File: config.mk
export PLATFORM = sky130hd
export DESIGN_NAME = rank_decoder
export DESIGN_NICKNAME = d
export VERILOG_FILES = /design/src/rtl/dram_rank_pkg.sv /design/src/rtl/rank_cfg_regs.sv /design/src/rtl/rank_search.sv /design/src/rtl/rank_decoder.sv
export SDC_FILE = /design/constraint.sdc
export NUM_CORES = 1
export LEC_CHECK = 0
export CORE_MARGIN = 4
export CORE_UTILIZATION = 55
export CTS_CLUSTER_SIZE = 20
export DETAILED_ROUTE_END_ITERATION = 6
export PLACE_DENSITY_LB_ADDON = 0.25
export SLEW_MARGIN = 25
export SYNTH_ARGS = -nofsm -noshare
export SYNTH_HDL_FRONTEND = slang
export SYNTH_SLANG_ARGS = --single-unit
export TNS_END_PERCENT = 10
File: constraint.sdc
create_clock -name clk -period 8.95 [get_ports clk]
set_clock_uncertainty 0.15 [all_clocks]
set_input_delay 1.79 -clock clk [delete_from_list [all_inputs] [get_ports clk]]
set_output_delay 1.79 -clock clk [all_outputs]
set_load 0.01 [all_outputs]
File: src/rtl/dram_rank_pkg.sv
package dram_rank_pkg;

    localparam int ADDR_W     = 32;
    localparam int GRAN_SHIFT = 26;
    localparam int BND_W      = 8;
    localparam int NUM_CH     = 2;
    localparam int NUM_RANK   = 4;
    localparam int PAGE_W     = 3;
    localparam int ILV_BIT    = 6;
    localparam int CFG_AW     = 4;
    localparam int CFG_DW     = 8;

    localparam int RANK_W         = $clog2(NUM_RANK);
    localparam int CH_W           = $clog2(NUM_CH);
    localparam int FIELDS_PER_BYTE = 2;
    localparam int FIELD_STRIDE   = CFG_DW / FIELDS_PER_BYTE;
    localparam int BND_BASE       = 0;
    localparam int PAGE_BASE      = BND_BASE + NUM_CH * NUM_RANK;
    localparam int PAGE_BYTES_CH  = NUM_RANK / FIELDS_PER_BYTE;

    typedef logic [ADDR_W-1:0] addr_t;
    typedef logic [BND_W-1:0]  bnd_t;
    typedef logic [PAGE_W-1:0] page_t;
    typedef logic [RANK_W-1:0] rank_t;
    typedef logic [CH_W-1:0]   chan_t;
    typedef logic [CFG_AW-1:0] cfg_addr_t;
    typedef logic [CFG_DW-1:0] cfg_data_t;

    typedef enum logic {
        MAP_ASYM = 1'b0,
        MAP_ILV  = 1'b1
    } map_mode_e;

    typedef struct packed {
        logic  valid;
        logic  miss;
        chan_t chan;
        rank_t rank;
        page_t page;
    } dec_res_t;

    // Converts an address to boundary units, optionally squeezing out the
    // channel-select bit first.
    function automatic bnd_t units_of(input addr_t a, input logic squeeze);
        addr_t s;
        if (squeeze) begin
            s = {1'b0, a[ADDR_W-1:ILV_BIT+1], a[ILV_BIT-1:0]};
        end else begin
            s = a;
        end
        s = s >> GRAN_SHIFT;
        return bnd_t'(s);
    endfunction

endpackage

File: src/rtl/rank_cfg_regs.sv
module rank_cfg_regs
    import dram_rank_pkg::*;
(
    input  logic                                   clk,
    input  logic                                   rst,
    input  logic                                   we,
    input  cfg_addr_t                              addr,
    input  cfg_data_t                              wdata,
    output bnd_t  [NUM_CH-1:0][NUM_RANK-1:0]       bnd_o,
    output page_t [NUM_CH-1:0][NUM_RANK-1:0]       page_o
);

    generate
        for (genvar ch = 0; ch < NUM_CH; ch++) begin : g_ch
            for (genvar r = 0; r < NUM_RANK; r++) begin : g_rank
                localparam int BND_OFS  = BND_BASE + ch * NUM_RANK + r;
                localparam int PAGE_OFS = PAGE_BASE + ch * PAGE_BYTES_CH + r / FIELDS_PER_BYTE;
                localparam int LANE     = (r % FIELDS_PER_BYTE) * FIELD_STRIDE;

                logic bnd_hit;
                logic page_hit;
                assign bnd_hit  = we && (addr == cfg_addr_t'(BND_OFS));
                assign page_hit = we && (addr == cfg_addr_t'(PAGE_OFS));

                always_ff @(posedge clk) begin
                    if (rst) begin
                        bnd_o[ch][r]  <= '0;
                        page_o[ch][r] <= '0;
                    end else begin
                        if (bnd_hit) begin
                            bnd_o[ch][r] <= bnd_t'(wdata);
                        end
                        if (page_hit) begin
                            page_o[ch][r] <= wdata[LANE +: PAGE_W];
                        end
                    end
                end
            end
        end
    endgenerate

endmodule

File: src/rtl/rank_search.sv
module rank_search
    import dram_rank_pkg::*;
(
    input  bnd_t                   unit_i,
    input  bnd_t [NUM_RANK-1:0]    bnd_i,
    output logic                   hit_o,
    output rank_t                  rank_o
);

    logic [NUM_RANK-1:0] below;

    generate
        for (genvar r = 0; r < NUM_RANK; r++) begin : g_cmp
            assign below[r] = unit_i < bnd_i[r];
        end
    endgenerate

    // Lowest-numbered rank whose boundary lies above the unit count.
    always_comb begin
        hit_o  = |below;
        rank_o = '0;
        for (int r = NUM_RANK - 1; r >= 0; r--) begin
            if (below[r]) begin
                rank_o = rank_t'(r);
            end
        end
    end

endmodule

File: src/rtl/rank_decoder.sv
module rank_decoder
    import dram_rank_pkg::*;
(
    input  logic                   clk,
    input  logic                   rst,
    input  logic                   cfg_we,
    input  logic [CFG_AW-1:0]      cfg_addr,
    input  logic [CFG_DW-1:0]      cfg_wdata,
    input  logic                   map_mode,
    input  logic                   req_valid,
    input  logic [ADDR_W-1:0]      req_addr,
    output logic                   rsp_valid,
    output logic                   rsp_miss,
    output logic [CH_W-1:0]        rsp_chan,
    output logic [RANK_W-1:0]      rsp_rank,
    output logic [PAGE_W-1:0]      rsp_page
);

    bnd_t  [NUM_CH-1:0][NUM_RANK-1:0] bnd;
    page_t [NUM_CH-1:0][NUM_RANK-1:0] page;

    rank_cfg_regs u_regs (
        .clk    (clk),
        .rst    (rst),
        .we     (cfg_we),
        .addr   (cfg_addr),
        .wdata  (cfg_wdata),
        .bnd_o  (bnd),
        .page_o (page)
    );

    map_mode_e mode;
    bnd_t      unit_flat;
    bnd_t      unit_sq;
    assign mode      = map_mode_e'(map_mode);
    assign unit_flat = units_of(req_addr, 1'b0);
    assign unit_sq   = units_of(req_addr, 1'b1);

    // Channel 0's searcher serves both modes; the other channels only
    // take part in asymmetric mode.
    bnd_t  [NUM_CH-1:0] unit_in;
    logic  [NUM_CH-1:0] ch_hit;
    rank_t [NUM_CH-1:0] ch_rank;

    generate
        for (genvar ch = 0; ch < NUM_CH; ch++) begin : g_srch
            if (ch == 0) begin : g_first
                assign unit_in[ch] = (mode == MAP_ILV) ? unit_sq : unit_flat;
            end else begin : g_rest
                assign unit_in[ch] = unit_flat;
            end
            rank_search u_srch (
                .unit_i (unit_in[ch]),
                .bnd_i  (bnd[ch]),
                .hit_o  (ch_hit[ch]),
                .rank_o (ch_rank[ch])
            );
        end
    endgenerate

    dec_res_t res_d;
    dec_res_t res_q;

    always_comb begin
        res_d = '0;
        if (req_valid) begin
            res_d.valid = 1'b1;
            if (mode == MAP_ILV) begin
                if (ch_hit[0]) begin
                    res_d.chan = chan_t'(req_addr[ILV_BIT]);
                    res_d.rank = ch_rank[0];
                    res_d.page = page[0][ch_rank[0]];
                end else begin
                    res_d.miss = 1'b1;
                end
            end else begin
                res_d.miss = 1'b1;
                for (int ch = NUM_CH - 1; ch >= 0; ch--) begin
                    if (ch_hit[ch]) begin
                        res_d.miss = 1'b0;
                        res_d.chan = chan_t'(ch);
                        res_d.rank = ch_rank[ch];
                        res_d.page = page[ch][ch_rank[ch]];
                    end
                end
            end
        end
    end

    always_ff @(posedge clk) begin
        if (rst) begin
            res_q <= '0;
        end else begin
            res_q <= res_d;
        end
    end

    assign rsp_valid = res_q.valid;
    assign rsp_miss  = res_q.miss;
    assign rsp_chan  = res_q.chan;
    assign rsp_rank  = res_q.rank;
    assign rsp_page  = res_q.page;

endmodule

* Yosys cells after proc, flatten, opt, wreduce, memory -nomap -nowiden
Cells that the tools add are included.
W data, S select, Z words.
** Word-level totals
- Bits of input ports :: 49
- Logic and storage cells :: 78
- Register bits :: 96
- Output and inout bits :: 8
** Operators by class
- Muxes and demuxes :: 19
- Equality and inequality tests :: 11
- Bitwise logic cells :: 1
- Magnitude comparators :: 10
- Reduce and logical (&&, ||, !) cells :: 16
** Operators by type and width (count)
- $lt A6 B8 Y1 :: 8
- $mux W7 :: 3
- $eq A4 B3 Y1 const B :: 4
- $eq A4 B4 Y1 const B :: 4
- $mux W2 :: 8
- $bmux W3 S2 :: 2
- $logic_and A1 B1 Y1 :: 12
- $mux W6 :: 2
- $eq A4 B2 Y1 const B :: 2
- $mux W8 :: 1
- $reduce_or A4 Y1 :: 2
- $lt A2 B3 Y1 const B :: 2
- $mux W3 :: 2
- $eq A4 B1 Y1 const B :: 1
- $logic_not A4 Y1 :: 1
- $reduce_or A2 Y1 :: 1
- $mux W1 :: 1
- $not A1 Y1 :: 1

* Depth between registers and ports, before layout
Gate-level depths: netlist of run 1.
- Depth in word-level cells :: 11
- Gate-level depth with buffers :: 10
- Mapped depth without buffers :: 9

* By module
Synthesis of run 1 repeated with hierarchy kept, for this count alone.
** Unflattened totals
- Cell total of the unflattened synthesis :: 548
- Area, all modules :: 5571.6 um^2
** Modules (own cells, without submodules)
- rank_cfg_regs :: times used 1, area an instance 3473.3 um^2, seq. area each 1761.7 um^2, cells each 314
- rank_search :: times used 2, area an instance 792.0 um^2, seq. area each 0.0 um^2, cells each 96
- rank_decoder :: times used 1, area an instance 514.2 um^2, seq. area each 160.2 um^2, cells each 42

* Least setup slack after synthesis of run 1
No wires, ideal clock.
- Kind :: input-to-reg
- Start :: input port map_mode
- End :: register res_q, in the netlist rsp_page[2]
- Data required time :: 8672 ps
- Cell stages on the path :: 9
- Arrival time :: 3889 ps
- Setup slack :: 4783 ps
- Path buffers :: 1
- Library setup time :: 128 ps
- Cell sequence :: buf_6 mux2_2 ha_1 a211oi_1 a31oi_1 nor2_1 mux2_2 a22oi_1 o31ai_1
** On the way
- Word-level cells in the longest chain between the ends :: 10
- Elaborated cells between the ends (all ways) :: 15
- Those cells by class :: 4 x order compare; 10 x mux; 1 x reduce/logical
** RTL lines
- start, declared :: RTL line rank_decoder.sv:9 : input logic map_mode,
- $mux W6 :: RTL line rank_decoder.sv:48 : assign unit_in[ch] = (mode == MAP_ILV) ? unit_sq : unit_flat;
- $lt A6 B8 Y1 :: RTL line rank_search.sv:14 : assign below[r] = unit_i < bnd_i[r];
- $mux W2 (4 in a row) :: RTL line rank_search.sv:23 : if (below[r]) begin
- $bmux W3 S2 :: RTL line rank_decoder.sv:72, rank_decoder.sv:83
- $mux W3 (not written as such) :: RTL line rank_decoder.sv:72, rank_decoder.sv:83
- $mux W7 / $mux W6 (equally long branches) :: RTL line rank_decoder.sv:79, rank_decoder.sv:69
- $mux W7 * :: RTL line rank_decoder.sv:68 : if (mode == MAP_ILV) begin
- end signal, assigned :: RTL line rank_decoder.sv:94 : res_q <= res_d;
- end, declared :: RTL line rank_decoder.sv:62 : dec_res_t res_q;
Every way passes the cells marked *; elsewhere a longest branch is shown, timed or not. The select of a mux whose other input is x is not followed.
A chain may end at the register's enable or synchronous reset.

* Worst setup path after layout of run 1
Same ends and word-level chain as after synthesis.

==> metrics.cfg, run 1 <==
[outcome]
run_status=complete, no violations

[detailed_routing]
routed_via_density=5.57
drc=0
ant_nets=0
drt_first_pass_iters=4
avgRoutedWirePerCell_um=16.3
wl_mm=10.7
via_count=3654
drtIter0Drc=138

[place]
place.gp.congestion=0.823
dpl-instance-area_um2=5220
portBuffers=31
dp_hpwl_mm=7.54

[clock_network]
clock_sinks=96
clock_path_buffers=2
clock_latency_ps=360
h-tree-depth=3
post_cts_buffers=0
cts_tree=built
cts-root-buf=clkbuf_8
cts_buffers=9
holdBufCountCts=0
cts_resized=0
clkTransAtPathRegs_ps=90

[timing]
final_max_slew_viol_count=0
final_hold_viol_count=0
rsz0062_at_grt=false
whs_ps=348
slew_headroom_pct=35.7
min_period_ps=4800
timing.final.crit_share_pct=53.6
fmax_ghz=0.208
setup_tns_ps=0
tightest_slew_ps=961
setup_viol=0

[power_and_ir_drop]
vdd_drop_max_mv=0.0937
pwr-share-comb_pct=15.0
power.switching_w=0.000224
p_leak_nw=2.19
pwr-share-seq_pct=53.5
fin_total_pwr_w=0.000815
p_sw_share_pct=27.5
p_int_w=0.000591
clock_power_share_pct=31.6
power_density_nw_per_um2=151

[critical_path]
cp_data_required_time_ps=9050
cp-start-kind=input pin
crit_fanout=8
crit_path_end_kind=flop
path_class=in -> reg
critPathArrivalTime_ps=4900
cp_slowest_cell=clkdlybuf4s50_1
cpMostUsedCell=mux2_2
path_cells=clkdlybuf4s50_1 -> mux2_2 -> ha_1 -> a211oi_1 -> a31oi_1 -> nor2_1 -> mux2_2 -> a22oi_1 -> o31ai_1
critPathMaxStageDelay_ps=720

[synth]
syn_area_per_cell_um2=9.30
synth_common_cells=nor2_1 (107), dfxtp_1 (96), mux2i_1 (89)
synth_nets=613
ys_ff_latch=96
ys.warnings.count=0
ys_seq_area_share_pct=39.4
synth_cells=524
syn_area_um2=4870
synth_enable_flop_cells=0
synthArstFlopShare_pct=0
synth_cell_types=47
synth_area_leaders=dfxtp_1 (39%), mux2i_1 (18%), ha_1 (10%)
synthFlopType=dfxtp_1
yosys.area.top_type_share_pct=39.4
yosysMostFrequentCell=nor2_1
yosys.area.top_type=dfxtp_1

[floorplan]
core_area_um2=8680
die_h_um=102
die_w_um=102
die-area_um2=10400
num_rows=34
start_util_pct=56.2
num_io_pins=57

[job]
max-cap-violations=0

[global_route]
grt_overflow=0
grt_pass1_wl_mm=17.8
grt_max_degree=90
grt_pass1_vias=3594
grt_use_total_pct=22.3
antenna_found_initial=0

[cells_and_area]
drive_gt1_share_pct=6.02
stdcell_area_um2=5400
finalNetCount=632
area_growth_pct=10.8
antenna_cells=0
fin_util_pct=62.2

[worst_hold_path]
hp-class=reg -> reg

-- power groups by stage --
stage	Combinational, W	Sequential [W]	Clock [W]
finish	0.000122	0.000436	0.000257
global route	0.000135	0.000437	0.000284
CTS	0.000122	0.000436	0.000264
detailed placement	0.000121	0.000446	0
global placement	0.000118	0.000446	0
floorplan	0.0000813	0.000446	0
-- registers in the layout, summed over array words and instances (netlist names) --
| name | flops |
|---|---|
| rsp_chan | 1 |
| u_regs.bnd_o | 64 |
| u_regs.page_o | 24 |
| rsp_valid | 1 |
| rsp_miss | 1 |
| rsp_page | 3 |
| rsp_rank | 2 |
-- area by class of cell --
type / instances / area, um2
Clock buffer: 11 / 141
Clock inverter: 5 / 32.5
Fill cell: 778 / 3280
Inverter: 47 / 176
Multi-Input combinational cell: 357 / 2680
Sequential cell: 96 / 1920
Tap cell: 108 / 135
Timing Repair Buffer: 32 / 313
-- cells in the final DEF, fill, tap and decap left out, types with 2 or more instances in the layout --
master and instances:
nor2_1 107, dfxtp_1 96, mux2i_1 89, inv_1 47, ha_1 40, clkdlybuf4s50_1 30, nand2b_1 13, nand2_1 11
o21ai_0 11, a211oi_1 10, clkbuf_8 10, o21a_1 8, mux2_2 7, a21oi_1 6, a31oi_1 5, o211ai_1 4
o22ai_1 3, o211a_1 3, a22o_1 3, a22oi_1 3, o31ai_1 3, clkinvlp_4 3, nand3b_1 2, a21o_1 2
a211o_1 2, nor3_1 2, o2111ai_1 2, nand3_1 2, clkinv_2 2
-- kinds of logic after synthesis --
| kind of cell | synth area share [%] |
|---|---|
| AOI/OAI and AO/OA | 11.7 |
| adders and majority gates | 10.3 |
| buffers and inverters | 5.62 |
| DFF | 39.4 |
| muxes | 19.9 |
| and+or+nand+nor | 13.1 |
-- worst max-delay path, delay by kind of cell --
| family | cells | cell delay [ps] |
|---|---|---|
| fa+ha+maj | 1 | 310 |
| mux | 2 | 840 |
| simple gates | 1 | 360 |
| compound gates | 4 | 860 |
| buf+inv | 1 | 720 |
-- through the flow --
| step | std cells | worst slack, ps |
|---|---|---|
| 2_1_floorplan | 524 | 4780 |
| 3_3_place_gp | 640 | 3780 |
| 3_5_place_dp | 640 | 3780 |
| 4_1_cts | 656 | 4170 |
| 5_1_grt | 656 | 4020 |
| 6_report | 656 | 4150 |
-- metal layers --
layer	vias up	track usage (%)	wire (um)
met5	-	0	0
met2	68	34.7	4800
met3	14	2.80	433
li1	1839	-	-
met1	1733	31.3	5250
met4	0	9.28	218
-- worst paths after layout --
path	start	end	slack, ps	cells after the start
hold reg to reg	u_regs.bnd_o[62]	u_regs.bnd_o[62]	350	2
setup / recovery	map_mode	rsp_page[2]	4150	9
setup reg to reg	u_regs.bnd_o[27]	rsp_page[2]	6380	8
hold / removal	u_regs.bnd_o[62]	u_regs.bnd_o[62]	350	2
(Power assumes the default switching activity.)
==> inputs of run 2 (changes only) <==
clock period = 4.5 ns   (was 8.95 ns; I/O delays follow)
==> run 2 against run 1 <==
Compared with the run above:
- worst hold slack got worse by 5.1 ps
- core utilization increased by 0.52 points
- power increased by 110%
- final area increased by 0.83%
- clock power increased by 120%
- wire length increased by 4.1%
- register-to-register slack got worse by 4400 ps
- die area unchanged
- cell count increased by 0.46%
- first-iteration DRC count increased by 4.3%
- flip-flop and latch count unchanged
- critical path depth unchanged
- critical endpoint unchanged
- highest routed layer unchanged
==> metrics.cfg, run 2 (same netlist as run 1, synthesis figures left out) <==
[worst_hold_path]
hp-class=reg -> reg

[outcome]
run_status=complete, no violations

[clock_network]
clock_sinks=96
h-tree-depth=3
post_cts_buffers=0
clock_latency_ps=370
cts_resized=0
cts_tree=built
clkTransAtPathRegs_ps=90
cts-root-buf=clkbuf_8
cts_buffers=9
holdBufCountCts=0
clock_path_buffers=2

[cells_and_area]
largest_reg_flops=64
finalNetCount=635
area_growth_pct=11.7
layout_commonest_cell=nor2_1
layout_common_cells=nor2_1 (107), dfxtp_1 (96), mux2i_1 (89)
regMostFlops=u_regs.bnd_o
drive_gt1_share_pct=6.53
layout.cells.non_filler=659
antenna_cells=0

[timing]
tightest_slew_ps=897
final_max_slew_viol_count=0
fmax_ghz=0.258
rsz0062_at_grt=false
setup_viol=0
final_hold_viol_count=0
finalWorstSetupSlack_ps=619
setup_tns_ps=0
min_period_ps=3880
whs_ps=342
slew_headroom_pct=40.2
timing.final.crit_share_pct=86.2

[critical_path]
path_cells=clkdlybuf4s50_1 -> mux2_2 -> ha_1 -> a211oi_1 -> a31oi_1 -> nor2_1 -> mux2_2 -> a22oi_1 -> o31ai_1
critPathArrivalTime_ps=3980
crit_path_end_kind=flop
cp_data_required_time_ps=4600
path_class=in -> reg
critPathMaxStageDelay_ps=730
cp-start-kind=input pin
cpMostUsedCell=mux2_2
cp_slowest_cell=clkdlybuf4s50_1
crit_fanout=8
rrSetupSlack_ps=1960

[power_and_ir_drop]
power_density_nw_per_um2=310
p_leak_nw=2.22
vdd_drop_max_mv=0.201

[global_route]
grt_overflow=0
grt_pass1_vias=3711
grt_max_degree=89
grt_use_total_pct=23.3
antenna_found_initial=0
grt_pass1_wl_mm=18.6

[floorplan]
num_io_pins=57
start_util_pct=56.2
num_rows=34
die_w_um=102
die_h_um=102
core_area_um2=8680
die-area_um2=10400

[detailed_routing]
drc=0
drtIter0Drc=144
avgRoutedWirePerCell_um=16.9
drt_first_pass_iters=5
routed_via_density=5.54
via_count=3654
wl_mm=11.1
ant_nets=0

[place]
place_ws_ps=253
portBuffers=31
dpl.cell_count=643
place.gp.congestion=0.810
dp_hpwl_mm=7.79

[job]
max-cap-violations=0

[run 2: final cells by class]
cell class,instances,area [um2]
Clock inverter,6,68.8
Clock buffer,10,128
Timing Repair Buffer,35,335
Inverter,47,176
Multi-Input combinational cell,357,2680
Sequential cell,96,1920
Fill cell,753,3240
Tap cell,108,135
[run 2: worst max-delay path: cells and delay by family]
kind                       cells  cell delay (ps)
AOI/OAI and AO/OA              4              880
adders and majority gates      1              310
buffers and inverters          1              730
muxes                          2              840
and+or+nand+nor                1              320
[run 2: per-layer routing]
| layer | GRT usage, % | part of all wire (%) | up-vias |
|---|---|---|---|
| met3 | 2.94 | 4.4 | 15 |
| met2 | 39.0 | 47 | 92 |
| met1 | 30.7 | 47 | 1701 |
| met5 | 0 | 0 | - |
| li1 | - | - | 1846 |
| met4 | 8.68 | 1.7 | 0 |
[run 2: path summary, 6_finish.rpt]
check              startpoint               end  cells after the start
min reg2reg  u_regs.bnd_o[62]  u_regs.bnd_o[62]                      2
min          u_regs.bnd_o[62]  u_regs.bnd_o[62]                      2
max                  map_mode       rsp_page[2]                      9
max reg2reg  u_regs.bnd_o[28]       rsp_page[2]                      9
[run 2: report_power, final]
part | leakage [nW] | switching (W) | internal, W | total [W]
clock network | 0.0968 | 0.000312 | 0.000260 | 0.000572
logic | 1.34 | 0.000146 | 0.000103 | 0.000248
registers | 0.775 | 0.00000565 | 0.000861 | 0.000867
[run 2: per-stage QoR]
step	total power, W	area, um2	utilization [%]
finish	0.00169	5440	62.7
global route	0.00176	5440	62.7
CTS	0.00170	5440	62.7
detailed placement	0.00113	5250	60.5
global placement	0.00113	5250	60.5
floorplan	0.00105	4870	-
==> inputs of run 3 (changes only) <==
CTS_CLUSTER_DIAMETER = 150   (was default)
==> results of run 3 <==
Same layout as run 2: the final DEF is identical, and so are final timing and power.
